==> src/rtl/cic_merge_pkg.sv <==
package cic_merge_pkg;

   // Worst-case bit growth of the full cascade: each boxcar of length d adds ceil(log2 d).
   function automatic int growth_bits(input int d1, input int d2, input int d3,
                                      input int m1, input int m2, input int m3);
      return m1 * $clog2(d1) + m2 * $clog2(d2) + m3 * $clog2(d3);
   endfunction

endpackage

==> src/rtl/rate_gen.sv <==
module rate_gen #(
   parameter int RATIO = 4
) (
   input  logic clk,
   input  logic rst_n,
   input  logic en,
   output logic tick
);
   localparam int CW = (RATIO > 1) ? $clog2(RATIO) : 1;
   localparam logic [CW-1:0] TOP = CW'(RATIO - 1);

   logic [CW-1:0] cnt;

   assign tick = en && (cnt == '0);

   always_ff @(posedge clk or negedge rst_n) begin
      if (!rst_n) begin
         cnt <= TOP;
      end else if (en) begin
         if (cnt == '0) cnt <= TOP;
         else           cnt <= cnt - 1'b1;
      end
   end
endmodule

==> src/rtl/integ_chain.sv <==
module integ_chain #(
   parameter int W = 16,
   parameter int N = 1
) (
   input  logic                clk,
   input  logic                rst_n,
   input  logic                en,
   input  logic signed [W-1:0] din,
   output logic signed [W-1:0] dout
);
   generate
      if (N == 0) begin : g_pass
         assign dout = din;
      end else begin : g_acc
         logic signed [W-1:0] st [N];
         logic signed [W-1:0] nx [N+1];
         assign nx[0] = din;
         for (genvar i = 0; i < N; i++) begin : g_sec
            assign nx[i+1] = st[i] + nx[i];
            always_ff @(posedge clk or negedge rst_n) begin
               if (!rst_n)  st[i] <= '0;
               else if (en) st[i] <= nx[i+1];
            end
         end
         assign dout = nx[N];
      end
   endgenerate
endmodule

==> src/rtl/diff_chain.sv <==
module diff_chain #(
   parameter int W = 16,
   parameter int N = 1
) (
   input  logic                clk,
   input  logic                rst_n,
   input  logic                en,
   input  logic signed [W-1:0] din,
   output logic signed [W-1:0] dout
);
   generate
      if (N == 0) begin : g_pass
         assign dout = din;
      end else begin : g_dif
         logic signed [W-1:0] prev [N];
         logic signed [W-1:0] nx   [N+1];
         assign nx[0] = din;
         for (genvar i = 0; i < N; i++) begin : g_sec
            assign nx[i+1] = nx[i] - prev[i];
            always_ff @(posedge clk or negedge rst_n) begin
               if (!rst_n)  prev[i] <= '0;
               else if (en) prev[i] <= nx[i];
            end
         end
         assign dout = nx[N];
      end
   endgenerate
endmodule

==> src/rtl/cic_merge_decim.sv <==
module cic_merge_decim #(
   parameter int IW = 8,
   parameter int D1 = 4,
   parameter int D2 = 2,
   parameter int D3 = 2,
   parameter int M1 = 3,
   parameter int M2 = 4,
   parameter int M3 = 5,
   localparam int OW = IW + cic_merge_pkg::growth_bits(D1, D2, D3, M1, M2, M3)
) (
   input  logic                 clk,
   input  logic                 rst_n,
   input  logic                 in_valid,
   input  logic signed [IW-1:0] in_data,
   output logic                 out_valid,
   output logic signed [OW-1:0] out_data
);
   localparam int W = OW;

   // Elaboration-time parameter checks
   if (D1 < 2 || D2 < 2 || D3 < 2) begin : g_bad_ratio
      $error("cic_merge_decim: every ratio must be at least 2");
   end
   if (M1 < 1 || M2 < M1 || M3 < M2) begin : g_bad_order
      $error("cic_merge_decim: section counts must satisfy 1 <= M1 <= M2 <= M3");
   end

   logic                tick1, tick2, tick3;
   logic signed [W-1:0] x_ext, s0, s1, s2, s3;

   assign x_ext = {{(W-IW){in_data[IW-1]}}, in_data};

   rate_gen #(.RATIO(D1)) u_rate1 (.clk(clk), .rst_n(rst_n), .en(in_valid), .tick(tick1));
   rate_gen #(.RATIO(D2)) u_rate2 (.clk(clk), .rst_n(rst_n), .en(tick1),    .tick(tick2));
   rate_gen #(.RATIO(D3)) u_rate3 (.clk(clk), .rst_n(rst_n), .en(tick2),    .tick(tick3));

   integ_chain #(.W(W), .N(M1)) u_int0 (
      .clk(clk), .rst_n(rst_n), .en(in_valid), .din(x_ext), .dout(s0));
   integ_chain #(.W(W), .N(M2 - M1)) u_int1 (
      .clk(clk), .rst_n(rst_n), .en(tick1), .din(s0), .dout(s1));
   integ_chain #(.W(W), .N(M3 - M2)) u_int2 (
      .clk(clk), .rst_n(rst_n), .en(tick2), .din(s1), .dout(s2));
   diff_chain #(.W(W), .N(M3)) u_diff (
      .clk(clk), .rst_n(rst_n), .en(tick3), .din(s2), .dout(s3));

   always_ff @(posedge clk or negedge rst_n) begin
      if (!rst_n) begin
         out_valid <= 1'b0;
         out_data  <= '0;
      end else begin
         out_valid <= tick3;
         if (tick3) out_data <= s3;
      end
   end
endmodule

==> config.mk <==
export PLATFORM = sky130hd
export DESIGN_NAME = cic_merge_decim
export DESIGN_NICKNAME = d
export VERILOG_FILES = /design/src/rtl/cic_merge_pkg.sv /design/src/rtl/rate_gen.sv /design/src/rtl/integ_chain.sv /design/src/rtl/diff_chain.sv /design/src/rtl/cic_merge_decim.sv
export SDC_FILE = /design/constraint.sdc
export NUM_CORES = 1
export LEC_CHECK = 0
export BUFFER_PORTS_ARGS = -buffer_cell sky130_fd_sc_hd__buf_2
export CAP_MARGIN = 20
export CORE_MARGIN = 2
export CORE_UTILIZATION = 30
export CTS_BUF_LIST = sky130_fd_sc_hd__clkbuf_4
export CTS_CLUSTER_SIZE = 8
export DETAILED_ROUTE_END_ITERATION = 7
export GPL_TIMING_DRIVEN = 0
export SLEW_MARGIN = 20
export SYNTH_ARGS = -nofsm -noshare
export SYNTH_HDL_FRONTEND = slang
export SYNTH_SLANG_ARGS = --single-unit
==> constraint.sdc <==
create_clock -name clk -period 14.4 [get_ports clk]
set_input_delay 1.44 -clock clk [delete_from_list [all_inputs] [get_ports clk]]
set_output_delay 1.44 -clock clk [all_outputs]
set_load 0.02 [all_outputs]
==> impl_metrics.env <==
export IMPL_crit_path_max_incr_delay_ns=0.43
export IMPL_grt_pass1_wl_um=74100
export IMPL_synth_nets=2443
export IMPL_synth_area_top_cells="dfrtp_1 (33%), ha_1 (14%), o21ai_0 (5.8%)"
export IMPL_grt_overflow=0
export IMPL_cts_htree_levels=3
export IMPL_drv_cap=0
export IMPL_dp_cells=3092
export IMPL_async_reset_ff_share_pct=100
export IMPL_clock_path_buffers=3
export IMPL_crit_path_max_fanout=6
export IMPL_setup_worst_path_end_class="flip-flop"
export IMPL_clk_transition_reported_paths_ns=0.06
export IMPL_core_area_sq_um=64300
export IMPL_worstMarginPinSlew_ns=1.11
export IMPL_synthTopCellsByCount="dfrtp_1 (254), nand2_1 (240), o21ai_0 (227)"
export IMPL_fp_row_count=93
export IMPL_slowest_stage="or4_1"
export IMPL_numPortBuffers=33
export IMPL_drt_iter0_drc=837
export IMPL_die_height_um=259
export IMPL_finalMaxSlewViolations=0
export IMPL_grt_max_degree=90
export IMPL_synth_edff_count=0
export IMPL_ios=35
export IMPL_start_kind="input port"
export IMPL_layout_nets=2559
export IMPL_syn_to_final_growth_pct=12.3
export IMPL_wl_per_cell_um=13.7
export IMPL_start_util_pct=30.3
export IMPL_slew_limit_headroom_pct=26.1
export IMPL_dieArea_sq_um=67000
export IMPL_clock_sinks=258
export IMPL_fill_cells=6708
export IMPL_instances_no_fill=3230
export IMPL_finalSetupViolCount=0
export IMPL_netlist_area_sq_um=19500
export IMPL_yosys_register_bits=258
export IMPL_ys_types=75
export IMPL_drive_gt1_share_pct=12.5
export IMPL_grt_usage_pct=13.4
export IMPL_cts_made_buffers=78
export IMPL_yosysWarningCount=0
export IMPL_dr_total_vias=15400
export IMPL_dp_final_hpwl_um=33000
export IMPL_yosys_cell_count_top_type="dfrtp_1"
export IMPL_finalCriticalPeriod_ns=13.40
export IMPL_cp_top_family="compound AO/OA/AOI/OAI gates"
export IMPL_ys_seq_area_share_pct=33.1
export IMPL_cts_root_buf="clkbuf_4"
export IMPL_cts_tree="yes"
export IMPL_antenna_found_initial=2
export IMPL_path_common_cell="ha_1"
export IMPL_crit_type="in -> reg"
export IMPL_drt_total_wl_um=44400
export IMPL_crit_buf_inv=2
export IMPL_skew_ns=0.0590
export IMPL_syn_avg_cell_area_sq_um=8.86
export IMPL_synth_cells=2201
export IMPL_drc=0
export IMPL_stdcell_area_sq_um=21900
export IMPL_antenna_left=0
export IMPL_whs_ns=0.459
export IMPL_setup_tns_final_ns=0
export IMPL_firstDrtPassIters=5
export IMPL_clock_latency_ns=0.82
export IMPL_status="finished clean"
export IMPL_synth_ff_type="dfrtp_1"
export IMPL_fp_dieW_um=259
export IMPL_min_path_type="reg -> reg"
export IMPL_hold_viol=0
export IMPL_worstPathRequired_ns=15.08
export IMPL_place_area_sq_um=20800
export IMPL_post_route_period_util_pct=93.1
export IMPL_yosysTopAreaCell="dfrtp_1"
export IMPL_yosysTopAreaCellShare_pct=32.6
export IMPL_viasPerCell=4.78
export IMPL_clock_fmax_mhz=74.6
export IMPL_worstPathArrival_ns=14.08
export IMPL_place_gp_congestion=0.802
export IMPL_grt_pass1_vias=14800
==> repair_timing <==
action / 4_1_cts / 5_1_grt
setup endpoints to repair: 0 / 1
resized for setup: 0 / 15
buffers inserted: 0 / 0
endpoints found under the hold margin: 0 / 0
hold buffers: 0 / 0
==> layout make-up <==
type / count / area, sq um / area share, %
Multi-Input combinational cell: 1686 / 12100 / 55.5
Sequential cell: 258 / 6460 / 29.5
Tap cell: 855 / 1070 / 4.89
Clock buffer: 120 / 901 / 4.12
Inverter: 211 / 792 / 3.62
Timing Repair Buffer: 36 / 258 / 1.18
Buffer: 46 / 173 / 0.789
Clock inverter: 14 / 82.6 / 0.377
Antenna cell: 4 / 10.0 / 0.0457
==> registers in the layout, indices dropped and copies added, names as in the netlist <==
register           count
u_int1.g_acc.st       23
out_data              23
u_rate2.cnt            1
u_rate3.cnt            1
out_valid              1
u_int0.g_acc.st       69
u_rate1.cnt            2
u_int2.g_acc.st       23
u_diff.g_dif.prev    115
==> cells in the final DEF (no fill, tap or decap), types with 8 or more instances in the layout <==
cell type and instances:
nand2_1 240, a211oi_1 13, o211ai_1 17, a31oi_1 9, or2_2 10, clkbuf_1 46, xor2_1 53, o21bai_1 26
fa_1 10, dfrtp_1 254, and2_1 8, mux2_2 95, xnor2_1 126, buf_2 32, a21o_1 50, ha_1 220
inv_1 209, o31ai_1 13, clkbuf_4 120, nor2b_1 21, and3_1 15, nor2_1 138, nand3_1 28, or3_1 12
o21a_1 23, nand4_1 14, nand2b_1 33, clkinv_1 13, a21boi_0 12, o21ai_0 225, nor3_1 33, a21oi_1 142
==> kinds of logic after synthesis <==
logic type / share of synthesized area (%)
compound gates: 18.7
xor+xnor: 8.86
fa+ha+maj: 15.2
buf+inv: 4.95
flops: 33.1
mux: 5.85
simple gates: 13.3
==> per-layer routing <==
metal	global-route usage (%)	vias to the layer above	routed length, um
met3	2.33	61	1690
met4	4.75	0	875
met5	0	-	0
met1	18.4	7225	22300
met2	21.1	200	19500
li1	-	7952	-
==> per-stage QoR <==
stage	util (%)	setup WS, ns
2_1_floorplan	-	1.88
6_report	34.0	0.998
3_5_place_dp	32.4	-0.132
3_3_place_gp	32.2	-0.117
5_1_grt	34.0	-0.00985
4_1_cts	33.9	0.618
==> worst min-delay path, stage by stage, from the launching register on <==
cell and delay [ns]:
dfstp_2 0.37, nand2_1 0.05, nand2_1 0.05
==> path summary, 6_finish.rpt <==
check,depth (start not counted),slack [ns],to,from
worst max-delay path,62,1.0,out_data[22],in_data[1]
worst min-delay path,2,0.46,u_rate3.cnt,u_rate3.cnt
worst max register to register,61,1.36,out_data[22],u_int0.g_acc.st[47]
worst min register to register,2,0.46,u_rate3.cnt,u_rate3.cnt
max in group asynchronous,4,12.47,u_rate1.cnt[0],rst_n
min in group asynchronous,2,0.61,out_data[12],rst_n
Power is not shown: default switching activity piles up to over one toggle a cycle in this logic, so the estimate is an artifact.
